--- config.mk ---
export PLATFORM = sky130hd
export DESIGN_NAME = sync_rx_master
export DESIGN_NICKNAME = d
export VERILOG_FILES = /design/src/rtl/sync_rx_pkg.sv /design/src/rtl/srx_clk_gen.sv /design/src/rtl/srx_shifter.sv /design/src/rtl/srx_regs.sv /design/src/rtl/sync_rx_master.sv
export SDC_FILE = /design/constraint.sdc
export NUM_CORES = 1
export LEC_CHECK = 0
export CAP_MARGIN = 20
export CORE_MARGIN = 4
export CORE_UTILIZATION = 45
export DETAILED_ROUTE_END_ITERATION = 7
export PLACE_DENSITY = 0.72
export SYNTH_ARGS = -nofsm -noshare
export SYNTH_HDL_FRONTEND = slang
export SYNTH_SLANG_ARGS = --single-unit
--- constraint.sdc ---
create_clock -name clk_i -period 2.22 [get_ports clk_i]
set_input_delay 0.444 -clock clk_i [delete_from_list [all_inputs] [get_ports clk_i]]
set_output_delay 0.444 -clock clk_i [all_outputs]
set_load 0.02 [all_outputs]
--- src/rtl/sync_rx_pkg.sv ---
`timescale 1ns/1ps
package sync_rx_pkg;
  localparam int unsigned BUS_W  = 16;
  localparam int unsigned ADDR_W = 2;
  localparam int unsigned DIV_W  = 8;

  localparam logic [ADDR_W-1:0] ADDR_CTRL = 2'd0;
  localparam logic [ADDR_W-1:0] ADDR_STAT = 2'd1;
  localparam logic [ADDR_W-1:0] ADDR_DATA = 2'd2;

  localparam int unsigned CTRL_EN_BIT   = 0;
  localparam int unsigned CTRL_STOP_BIT = 1;
  localparam int unsigned CTRL_POL_BIT  = 2;
  localparam int unsigned CTRL_DIV_LSB  = 8;

  localparam int unsigned STAT_FULL_BIT = 0;
  localparam int unsigned STAT_OVR_BIT  = 1;
  localparam int unsigned STAT_BUSY_BIT = 2;

  typedef struct packed {
    logic [DIV_W-1:0] div;
    logic             pol;
    logic             stop;
    logic             en;
  } ctrl_t;
endpackage

--- src/rtl/srx_clk_gen.sv ---
`timescale 1ns/1ps
module srx_clk_gen
  import sync_rx_pkg::*;
(
  input  logic             clk_i,
  input  logic             rst_ni,
  input  logic             run_i,
  input  logic             restart_i,
  input  logic [DIV_W-1:0] div_i,
  output logic             phase_o,
  output logic             lead_o,
  output logic             trail_o
);
  logic [DIV_W-1:0] cnt_q;
  logic             phase_q;
  logic             wrap;

  // >= keeps the half period bounded if the divider shrinks mid-frame
  assign wrap    = run_i && !restart_i && (cnt_q >= div_i);
  assign lead_o  = wrap && !phase_q;
  assign trail_o = wrap && phase_q;
  assign phase_o = phase_q;

  always_ff @(posedge clk_i or negedge rst_ni) begin
    if (!rst_ni) begin
      cnt_q   <= '0;
      phase_q <= 1'b0;
    end else if (restart_i) begin
      cnt_q   <= '0;
      phase_q <= 1'b0;
    end else if (run_i) begin
      if (wrap) begin
        cnt_q   <= '0;
        phase_q <= ~phase_q;
      end else begin
        cnt_q <= cnt_q + 1'b1;
      end
    end
  end

  assert_idle_phase_R3: assert property (@(posedge clk_i) disable iff (!rst_ni)
    (!run_i && !restart_i) |-> !phase_q);
endmodule

--- src/rtl/srx_shifter.sv ---
`timescale 1ns/1ps
module srx_shifter #(
  parameter int unsigned FRAME_W = 8
) (
  input  logic               clk_i,
  input  logic               rst_ni,
  input  logic               start_i,
  input  logic               lead_i,
  input  logic               sdi_i,
  output logic [FRAME_W-1:0] shreg_o,
  output logic               last_o
);
  localparam int unsigned CNT_W = $clog2(FRAME_W + 1);

  logic [CNT_W-1:0]   cnt_q;
  logic [FRAME_W-1:0] shreg_q;

  assign shreg_o = shreg_q;
  assign last_o  = (cnt_q == CNT_W'(FRAME_W));

  always_ff @(posedge clk_i or negedge rst_ni) begin
    if (!rst_ni) begin
      cnt_q   <= '0;
      shreg_q <= '0;
    end else if (start_i) begin
      cnt_q <= '0;
    end else if (lead_i) begin
      shreg_q <= {shreg_q[FRAME_W-2:0], sdi_i};
      cnt_q   <= cnt_q + 1'b1;
    end
  end

  assert_no_extra_sample_R3: assert property (@(posedge clk_i) disable iff (!rst_ni)
    lead_i |-> (cnt_q < CNT_W'(FRAME_W)));
endmodule

--- src/rtl/srx_regs.sv ---
`timescale 1ns/1ps
module srx_regs
  import sync_rx_pkg::*;
#(
  parameter int unsigned FRAME_W = 8
) (
  input  logic               clk_i,
  input  logic               rst_ni,
  input  logic [ADDR_W-1:0]  addr_i,
  input  logic               wr_i,
  input  logic               rd_i,
  input  logic [BUS_W-1:0]   wdata_i,
  input  logic               done_i,
  input  logic               busy_i,
  input  logic [FRAME_W-1:0] rx_byte_i,
  output logic [BUS_W-1:0]   rdata_o,
  output logic               rd_data_o,
  output logic               ovr_hit_o,
  output ctrl_t              ctrl_o,
  output logic               ovr_o
);
  ctrl_t              ctrl_q;
  logic               full_q;
  logic               ovr_q;
  logic [FRAME_W-1:0] data_q;
  logic               wr_ctrl, wr_stat, ovr_clr;
  logic               unused_wdata;

  assign unused_wdata = ^wdata_i;
  assign rd_data_o    = rd_i && (addr_i == ADDR_DATA);
  assign wr_ctrl      = wr_i && (addr_i == ADDR_CTRL);
  assign wr_stat      = wr_i && (addr_i == ADDR_STAT);
  assign ovr_clr      = wr_stat && !wdata_i[STAT_OVR_BIT];
  assign ovr_hit_o    = done_i && full_q && !rd_data_o;
  assign ctrl_o       = ctrl_q;
  assign ovr_o        = ovr_q;

  always_ff @(posedge clk_i or negedge rst_ni) begin
    if (!rst_ni) begin
      ctrl_q <= '0;
    end else if (wr_ctrl) begin
      ctrl_q.div  <= wdata_i[CTRL_DIV_LSB +: DIV_W];
      ctrl_q.pol  <= wdata_i[CTRL_POL_BIT];
      ctrl_q.stop <= wdata_i[CTRL_STOP_BIT];
      ctrl_q.en   <= wdata_i[CTRL_EN_BIT];
    end
  end

  always_ff @(posedge clk_i or negedge rst_ni) begin
    if (!rst_ni) begin
      data_q <= '0;
      full_q <= 1'b0;
    end else if (done_i && !ovr_hit_o) begin
      data_q <= rx_byte_i;
      full_q <= 1'b1;
    end else if (rd_data_o) begin
      full_q <= 1'b0;
    end
  end

  always_ff @(posedge clk_i or negedge rst_ni) begin
    if (!rst_ni)        ovr_q <= 1'b0;
    else if (ovr_hit_o) ovr_q <= 1'b1;
    else if (ovr_clr)   ovr_q <= 1'b0;
  end

  always_comb begin
    rdata_o = '0;
    case (addr_i)
      ADDR_CTRL: begin
        rdata_o[CTRL_DIV_LSB +: DIV_W] = ctrl_q.div;
        rdata_o[CTRL_POL_BIT]          = ctrl_q.pol;
        rdata_o[CTRL_STOP_BIT]         = ctrl_q.stop;
        rdata_o[CTRL_EN_BIT]           = ctrl_q.en;
      end
      ADDR_STAT: begin
        rdata_o[STAT_FULL_BIT] = full_q;
        rdata_o[STAT_OVR_BIT]  = ovr_q;
        rdata_o[STAT_BUSY_BIT] = busy_i;
      end
      ADDR_DATA: rdata_o[FRAME_W-1:0] = data_q;
      default:   rdata_o = '0;
    endcase
  end

  assert_full_on_done_R5: assert property (@(posedge clk_i) disable iff (!rst_ni)
    done_i |=> full_q);
  assert_read_clears_R5: assert property (@(posedge clk_i) disable iff (!rst_ni)
    (rd_data_o && !done_i) |=> !full_q);
  assert_overrun_keeps_R9: assert property (@(posedge clk_i) disable iff (!rst_ni)
    (done_i && full_q && !rd_data_o) |=> (ovr_q && $stable(data_q)));
  assert_overrun_sticky_R11: assert property (@(posedge clk_i) disable iff (!rst_ni)
    (ovr_q && !ovr_clr) |=> ovr_q);
endmodule

--- src/rtl/sync_rx_master.sv ---
`timescale 1ns/1ps
module sync_rx_master
  import sync_rx_pkg::*;
#(
  parameter int unsigned FRAME_W = 8
) (
  input  logic              clk_i,
  input  logic              rst_ni,
  input  logic [ADDR_W-1:0] addr_i,
  input  logic              wr_i,
  input  logic              rd_i,
  input  logic [BUS_W-1:0]  wdata_i,
  output logic [BUS_W-1:0]  rdata_o,
  output logic              sck_o,
  input  logic              sdi_i
);
  ctrl_t              ctrl;
  logic               ovr, ovr_hit, rd_data;
  logic               busy_q, pend_q;
  logic               can_go, launch, done, restart;
  logic               phase, lead, trail, last;
  logic [FRAME_W-1:0] shreg;

  assign can_go  = ctrl.en && !ctrl.stop && !ovr;
  assign launch  = rd_data && !busy_q && can_go;
  assign done    = trail && last;
  // a read landing in the completion cycle counts as pending
  assign restart = done && (pend_q || rd_data) && can_go && !ovr_hit;
  assign sck_o   = phase ^ ctrl.pol;

  always_ff @(posedge clk_i or negedge rst_ni) begin
    if (!rst_ni) begin
      busy_q <= 1'b0;
      pend_q <= 1'b0;
    end else begin
      if (launch)               busy_q <= 1'b1;
      else if (done && !restart) busy_q <= 1'b0;

      if (launch || done)           pend_q <= 1'b0;
      else if (rd_data && busy_q)   pend_q <= 1'b1;
    end
  end

  srx_regs #(.FRAME_W(FRAME_W)) i_regs (
    .clk_i     (clk_i),
    .rst_ni    (rst_ni),
    .addr_i    (addr_i),
    .wr_i      (wr_i),
    .rd_i      (rd_i),
    .wdata_i   (wdata_i),
    .done_i    (done),
    .busy_i    (busy_q),
    .rx_byte_i (shreg),
    .rdata_o   (rdata_o),
    .rd_data_o (rd_data),
    .ovr_hit_o (ovr_hit),
    .ctrl_o    (ctrl),
    .ovr_o     (ovr)
  );

  srx_clk_gen i_clk_gen (
    .clk_i     (clk_i),
    .rst_ni    (rst_ni),
    .run_i     (busy_q),
    .restart_i (launch),
    .div_i     (ctrl.div),
    .phase_o   (phase),
    .lead_o    (lead),
    .trail_o   (trail)
  );

  srx_shifter #(.FRAME_W(FRAME_W)) i_shifter (
    .clk_i   (clk_i),
    .rst_ni  (rst_ni),
    .start_i (launch || restart),
    .lead_i  (lead),
    .sdi_i   (sdi_i),
    .shreg_o (shreg),
    .last_o  (last)
  );

  assert_sck_idle_R3: assert property (@(posedge clk_i) disable iff (!rst_ni)
    !busy_q |-> (sck_o == ctrl.pol));
  assert_stop_blocks_R7: assert property (@(posedge clk_i) disable iff (!rst_ni)
    (!busy_q && ctrl.stop) |=> !busy_q);
  assert_disabled_blocks_R8: assert property (@(posedge clk_i) disable iff (!rst_ni)
    (!busy_q && !ctrl.en) |=> !busy_q);
  assert_overrun_blocks_R10: assert property (@(posedge clk_i) disable iff (!rst_ni)
    (!busy_q && ovr) |=> !busy_q);
  assert_busy_on_launch_R12: assert property (@(posedge clk_i) disable iff (!rst_ni)
    (rd_data && !busy_q && ctrl.en && !ctrl.stop && !ovr) |=> busy_q);
endmodule

### Word level (Yosys, flattened, before mapping)

Index checks and enable logic that the tools add are counted.
W data, S select, Z words.

* $add $sub $neg: 2
* multiply operators: 0
* divide/modulo/power cells: 0
* magnitude comparators: 1
* equal/unequal tests: 3
* shift operators: 0
* mux-type cells: 19
* bitwise logic cells: 3
* reduce and logical (&&, ||, !) cells: 43

Operators by type and width (count)
* $mux W8: 4
* $logic_and A1 B1 Y1: 21
* $reduce_bool A2 Y1: 7
* $mux W1: 11
* $logic_not A1 Y1: 9
* $pmux W3 S3: 1
* $add A8 B1 Y8 const B: 1
* $ge A8 B8 Y1: 1
* $mux W4: 2
* $mux W5: 1
* $add A4 B1 Y4 const B: 1
* $eq A4 B4 Y1 const B: 1
* $reduce_and A2 Y1: 2
* $logic_or A1 B1 Y1: 3
* $eq A2 B1 Y1 const B: 1
* $eq A2 B2 Y1 const B: 1
* $logic_not A2 Y1: 1
* $not A1 Y1: 2
* $xor A1 B1 Y1: 1

* flip-flop bits (word level): 44
* latch bits: 0
* memory bits (writable): 0
* bits in read-only memories: 0
* input bits: 23
* output and inout bits: 17
* word-level logic and storage cells: 84
* memories: 0

### Depth between registers and ports, before layout

* word-level depth: 17
* gate-level depth with buffers: 9
* mapped depth without buffers: 8

### By module

From an unflattened synthesis, not the netlist that was laid out.

* cell total of the unflattened synthesis: 210
* area total of the unflattened synthesis: 2514.9 um^2

By module, submodules not included
* srx_regs: instances 1, cells each 75, area an instance 1047.3 um^2, seq. area each 525.5 um^2
* srx_clk_gen: instances 1, cells each 78, area an instance 750.7 um^2, seq. area each 225.2 um^2
* srx_shifter: instances 1, cells each 40, area an instance 573.0 um^2, seq. area each 300.3 um^2
* sync_rx_master: instances 1, cells each 17, area an instance 143.9 um^2, seq. area each 50.0 um^2

### Worst setup path after synthesis

OpenSTA, ideal clock, no wires.

* path kind: register to register
* start: register i_clk_gen.cnt_q[1]
* end: register i_shifter.shreg_q[0], in the netlist i_shifter.shreg_o[0]
* setup time: 0.125 ns
* arrival time: 2.044 ns
* data required time: 2.095 ns
* slack: 0.051 ns
* stages on the path, launching flop included: 9
* buffers on the path: 1
* clock period less this slack: 2.169 ns
* cell sequence: dfrtp_1 -> ha_1 -> nor2b_1 -> o211a_1 -> o311ai_4 -> nand2_2 -> and3_4 -> buf_6 -> mux2_4

* word-level cells in the longest chain between the ends: 11
* elaborated cells on any way between the ends: 14
* classes of those cells: 1 x order compare; 1 x bitwise; 12 x reduce/logical

Ends and longest elaborated chain
* start: declaration: RTL line srx_clk_gen.sv:14 `logic [DIV_W-1:0] cnt_q;`
* start signal: assignment: RTL line srx_clk_gen.sv:36 `cnt_q <= cnt_q + 1'b1;`
* $ge A8 B8 Y1 *: RTL line srx_clk_gen.sv:19 `assign wrap = run_i && !restart_i && (cnt_q >= div_i);`
* $logic_and A1 B1 Y1 *: RTL line srx_clk_gen.sv:19
* $logic_and A1 B1 Y1: RTL line srx_clk_gen.sv:21 `assign trail_o = wrap && phase_q;`
* $logic_and A1 B1 Y1: RTL line sync_rx_master.sv:26 `assign done = trail && last;`
* $logic_and A1 B1 Y1 (2 in a row): RTL line srx_regs.sv:34 `assign ovr_hit_o = done_i && full_q && !rd_data_o;`
* $logic_not A1 Y1: RTL line sync_rx_master.sv:28 `assign restart = done && (pend_q || rd_data) && can_go && !ovr_hit;`
* $logic_and A1 B1 Y1: RTL line sync_rx_master.sv:28
* $logic_or A1 B1 Y1: RTL line sync_rx_master.sv:75 `.start_i (launch || restart),`
* $not A1 Y1 (no line)
* $reduce_and A2 Y1 (no line) *
* end signal: assignment: RTL line srx_shifter.sv:28 `shreg_q <= {shreg_q[FRAME_W-2:0], sdi_i};`
* end: declaration: RTL line srx_shifter.sv:16 `logic [FRAME_W-1:0] shreg_q;`

Every way passes the cells marked *; elsewhere a longest branch is shown, timed or not.
A chain may end at the register's enable or synchronous reset.

### Worst setup path in the final report

* start: register i_clk_gen.cnt_q[1]
* end: register i_regs.data_q[2]

* word-level cells in the longest chain between the ends: 8

Ends and longest elaborated chain
* $ge A8 B8 Y1 *: RTL line srx_clk_gen.sv:19
* $logic_and A1 B1 Y1 *: RTL line srx_clk_gen.sv:19
* $logic_and A1 B1 Y1 *: RTL line srx_clk_gen.sv:21
* $logic_and A1 B1 Y1 *: RTL line sync_rx_master.sv:26
* $logic_and A1 B1 Y1 (2 in a row): RTL line srx_regs.sv:34
* $logic_not A1 Y1: RTL line srx_regs.sv:53 `end else if (done_i && !ovr_hit_o) begin`
* $logic_and A1 B1 Y1 *: RTL line srx_regs.sv:53
* end signal: assignment: RTL line srx_regs.sv:54 `data_q <= rx_byte_i;`
* end: declaration: RTL line srx_regs.sv:25 `logic [FRAME_W-1:0] data_q;`

Marked as above.

==> flow_summary_export.csv <==
group,metric,value,unit
placement,placed_area,2880,um^2
drt,drtIter0Drc,51,
sta,post-route-period-util,98.7,%
grt,gr-total-overflow,0,
floorplanning,die_height,79.6,um
synthesis,netlist_area,2310,um^2
power,vdd_ir_drop_max,0.000521,V
drt,drt-vias-per-instance,5.11,
placement,io_buffer_count,34,
cells_and_area,syn_to_final_growth,30.5,%
sta,finalClockSkew,9.21,ps
synthesis,syn_avg_cell_area,10.7,um^2
sta,maxSlewViolCount,0,
synthesis,synth-edff-count,0,
critical_path,crit_type,"reg2reg",
synthesis,synth_fp_nets,249,
clocking,numCtsBuffers,5,
power,pwr-share-clk,16.9,%
placement,dp_cells,330,
drt,dr.pass1.iters,4,
synthesis,synth_top_family_by_area,"simple AND/OR/NAND/NOR gates",
synthesis,synth_compound_area_share,12.0,%
grt,grt_pass1_wl,8.27,mm
sta,fmax,456,MHz
sta,rsz0062_at_grt,"true",
power,sw_frac_of_total,35.7,%
power,p_sw,1.04,mW
floorplanning,io_pins,40,
synthesis,postSynth.asyncResetShare,100,%
sta,fin_crit,2190,ps
grt,grt_max_degree,45,
sta,setup_viol,0,
synthesis,synthMuxAreaShare,12.7,%
critical_path,start_kind,"flop",
drt,drc,0,
cells_and_area,nets,306,
clocking,h-tree-depth,2,
power,power_density,970,nW/um^2
sta,finalHoldViolCount,0,
critical_path,worstPathMaxFanout,8,
clocking,cts_tree,"built",
clocking,clkTransAtPathRegs,90,ps
drt,drt-total-wl,4.80,mm
sta,slew_headroom,71.0,%
grt,antenna_found_initial,0,
cells_and_area,drive_gt1_share,27.1,%
synthesis,yosysUniqueCellTypes,42,
cells_and_area,fillers,416,
drt,drtAntennaViolNets,0,
clocking,holdBufCountCts,0,
critical_path,required,2400,ps
floorplanning,initial_core_util,47.6,%
floorplanning,floorplan.rows,25,
drt,vias,1738,
grt,first_global_vias,1830,
synthesis,synthSimpleGateAreaFrac,16.4,%
grt,busiest_layer,"met2",
hold_path,hold_class,"in2async",
critical_path,arrival,2380,ps
grt,grt.met1_usage,21.1,%
grt,grt_usage,16.6,%
floorplanning,chipWidth,79.6,um
power,internal_power,1.88,mW
critical_path,endpoint_kind,"flop",
cells_and_area,final_cell_count_no_fill,340,
placement,dp_hpwl,3.41,mm
synthesis,yosysSeqAreaShare,47.7,%
drt,wire_per_inst,14.1,um
floorplanning,core_area,4850,um^2
cells_and_area,antennaDiodeCount,0,
synthesis,ys_warn_count,0,
placement,gp_congestion,0.850,
clocking,clockBufferDepth,2,
sta,fin_setup_tns,0,ps
power,p_leak,1.43,nW
clocking,clock_latency,290,ps
synthesis,synthFlopType,"dfrtp_1",
power,pwr-share-seq,39.6,%
sta,worst_pin_slew,434,ps
cells_and_area,final_core_util,62.1,%
power,total_power,2.92,mW
outcome,status,"completed",
synthesis,synth-xor-area-share,1.14,%
floorplanning,die_area,6340,um^2
synthesis,ys_ff_latch,44,
grt,use_met3,3.84,%
synthesis,synthAdderAreaFrac,5.97,%
power,power_frac_comb,43.4,%
clocking,root_buffer,"clkbuf_8",
synthesis,synth_cells,215,
clocking,cts.sinks,44,
cells_and_area,final_area,3010,um^2
flow_run,drv_cap,0,
grt,grt_util_met2,28.6,%
==> registers in the layout, indices dropped and copies added (netlist names) <==
| name | count |
|---|---|
| busy_q | 1 |
| i_clk_gen.cnt_q | 8 |
| i_clk_gen.phase_o | 1 |
| i_regs.ctrl_o | 11 |
| i_regs.data_q | 8 |
| i_regs.full_q | 1 |
| i_regs.ovr_o | 1 |
| i_shifter.cnt_q | 4 |
| i_shifter.shreg_o | 8 |
| pend_q | 1 |
==> final timing paths <==
check,start,to,slack (ps),cells after the start
setup / recovery,i_clk_gen.cnt_q[1],i_regs.data_q[2],30,8
max in group asynchronous,rst_ni,i_clk_gen.cnt_q[4],1890,2
hold reg to reg,i_regs.data_q[4],i_regs.data_q[4],510,1
hold / removal,rst_ni,i_regs.ctrl_o[8],120,2
setup reg to reg,i_clk_gen.cnt_q[1],i_regs.data_q[2],30,8
min in group clk_i,i_regs.data_q[4],i_regs.data_q[4],510,1
==> synth_stat cells (2+ instances only) <==
cell,n,share of area [%]
o311ai_0,4,1.5
and3_4,2,0.98
nand2_1,25,4.1
mux2_4,7,4.6
nor4b_1,2,0.76
nor3_1,7,1.5
mux2i_1,3,1.3
xnor2_1,2,0.76
a31oi_1,4,1.1
clkbuf_1,7,1.1
nor2b_1,3,0.81
o21ai_0,15,3.3
mux2_2,14,6.8
inv_1,14,2.3
dfrtp_1,44,48
nor2_1,6,0.98
a21oi_1,2,0.43
ha_1,11,6.0
a22o_1,2,0.76
and2_1,8,2.2
nand3_1,11,2.4
a21o_1,2,0.65
==> per-layer routing <==
layer / vias up / wire length, um
met3: 4 / 186
met4: 0 / 34
met2: 30 / 2340
li1: 871 / -
met1: 833 / 2240
met5: - / 0
==> layout by cell type (no fill, tap or decap), types with 2 or more instances in the layout <==
| master | n |
|---|---|
| a21o_1 | 2 |
| a21oi_1 | 2 |
| a22o_1 | 2 |
| a31oi_1 | 3 |
| and2_1 | 7 |
| and3_4 | 3 |
| buf_12 | 3 |
| buf_4 | 21 |
| clkbuf_2 | 5 |
| clkbuf_8 | 5 |
| clkdlybuf4s15_1 | 5 |
| clkdlybuf4s50_1 | 17 |
| clkinv_2 | 2 |
| dfrtp_1 | 44 |
| dlygate4sd2_1 | 6 |
| ha_1 | 10 |
| inv_1 | 13 |
| mux2_2 | 14 |
| mux2_4 | 7 |
| mux2i_1 | 3 |
| nand2_1 | 25 |
| nand3_1 | 10 |
| nor2_1 | 5 |
| nor2b_1 | 2 |
| nor3_1 | 7 |
| nor4b_1 | 2 |
| o21ai_0 | 15 |
| o311ai_0 | 4 |
| xnor2_1 | 2 |
==> power groups by stage <==
stage / clock network (mW) / logic [mW] / registers [mW]
finish: 0.495 / 1.27 / 1.16
detailed placement: 0 / 1.19 / 1.17
global placement: 0 / 1.16 / 1.16
global route: 0.545 / 1.41 / 1.19
CTS: 0.512 / 1.21 / 1.15
floorplan: 0 / 0.781 / 1.15
==> worst max-delay path, stage by stage, from the launching register on <==
cell and delay [ps]:
dfrtp_1 420, ha_4 250, nor2b_4 120, o211a_1 230
o311ai_4 370, and2_4 240, a211oi_4 50, buf_12 150
mux2_2 260
==> layout make-up <==
type	count	area [um^2]	area share, %
clock buffer	5	68.8	2.29
multi-input combinational	149	1170	38.7
clock inverter	3	18.8	0.623
inverter	14	52.6	1.74
sequential	44	1100	36.6
tap	67	83.8	2.78
timing repair buffer	58	520	17.3
==> through the flow <==
stage	setup WS (ps)	hold WS, ps
global placement	-227	441
CTS	0.873	120
finish	27.8	118
global route	-29.8	133
floorplan	51.1	148
detailed placement	-308	441
==> logic make-up (layout without fill, tap and decap cells) <==
logic type               count (synthesis)  count (layout)
AO/OA/AOI/OAI                           37              37
buffers and inverters                   23              80
adder cells (fa/ha/maj)                 11              11
XOR/XNOR                                 3               3
multiplexers                            24              24
AND/OR/NAND/NOR                         73              74
flip-flops                              44              44
==> repair_timing <==
action | in CTS | in global routing
setup endpoints to repair | 26 | 32
pin swaps | 2 | 4
gates resized for setup | 20 | 24
setup buffers | 1 | 0
cloned | 0 | 1
(Power assumes the default switching activity.)
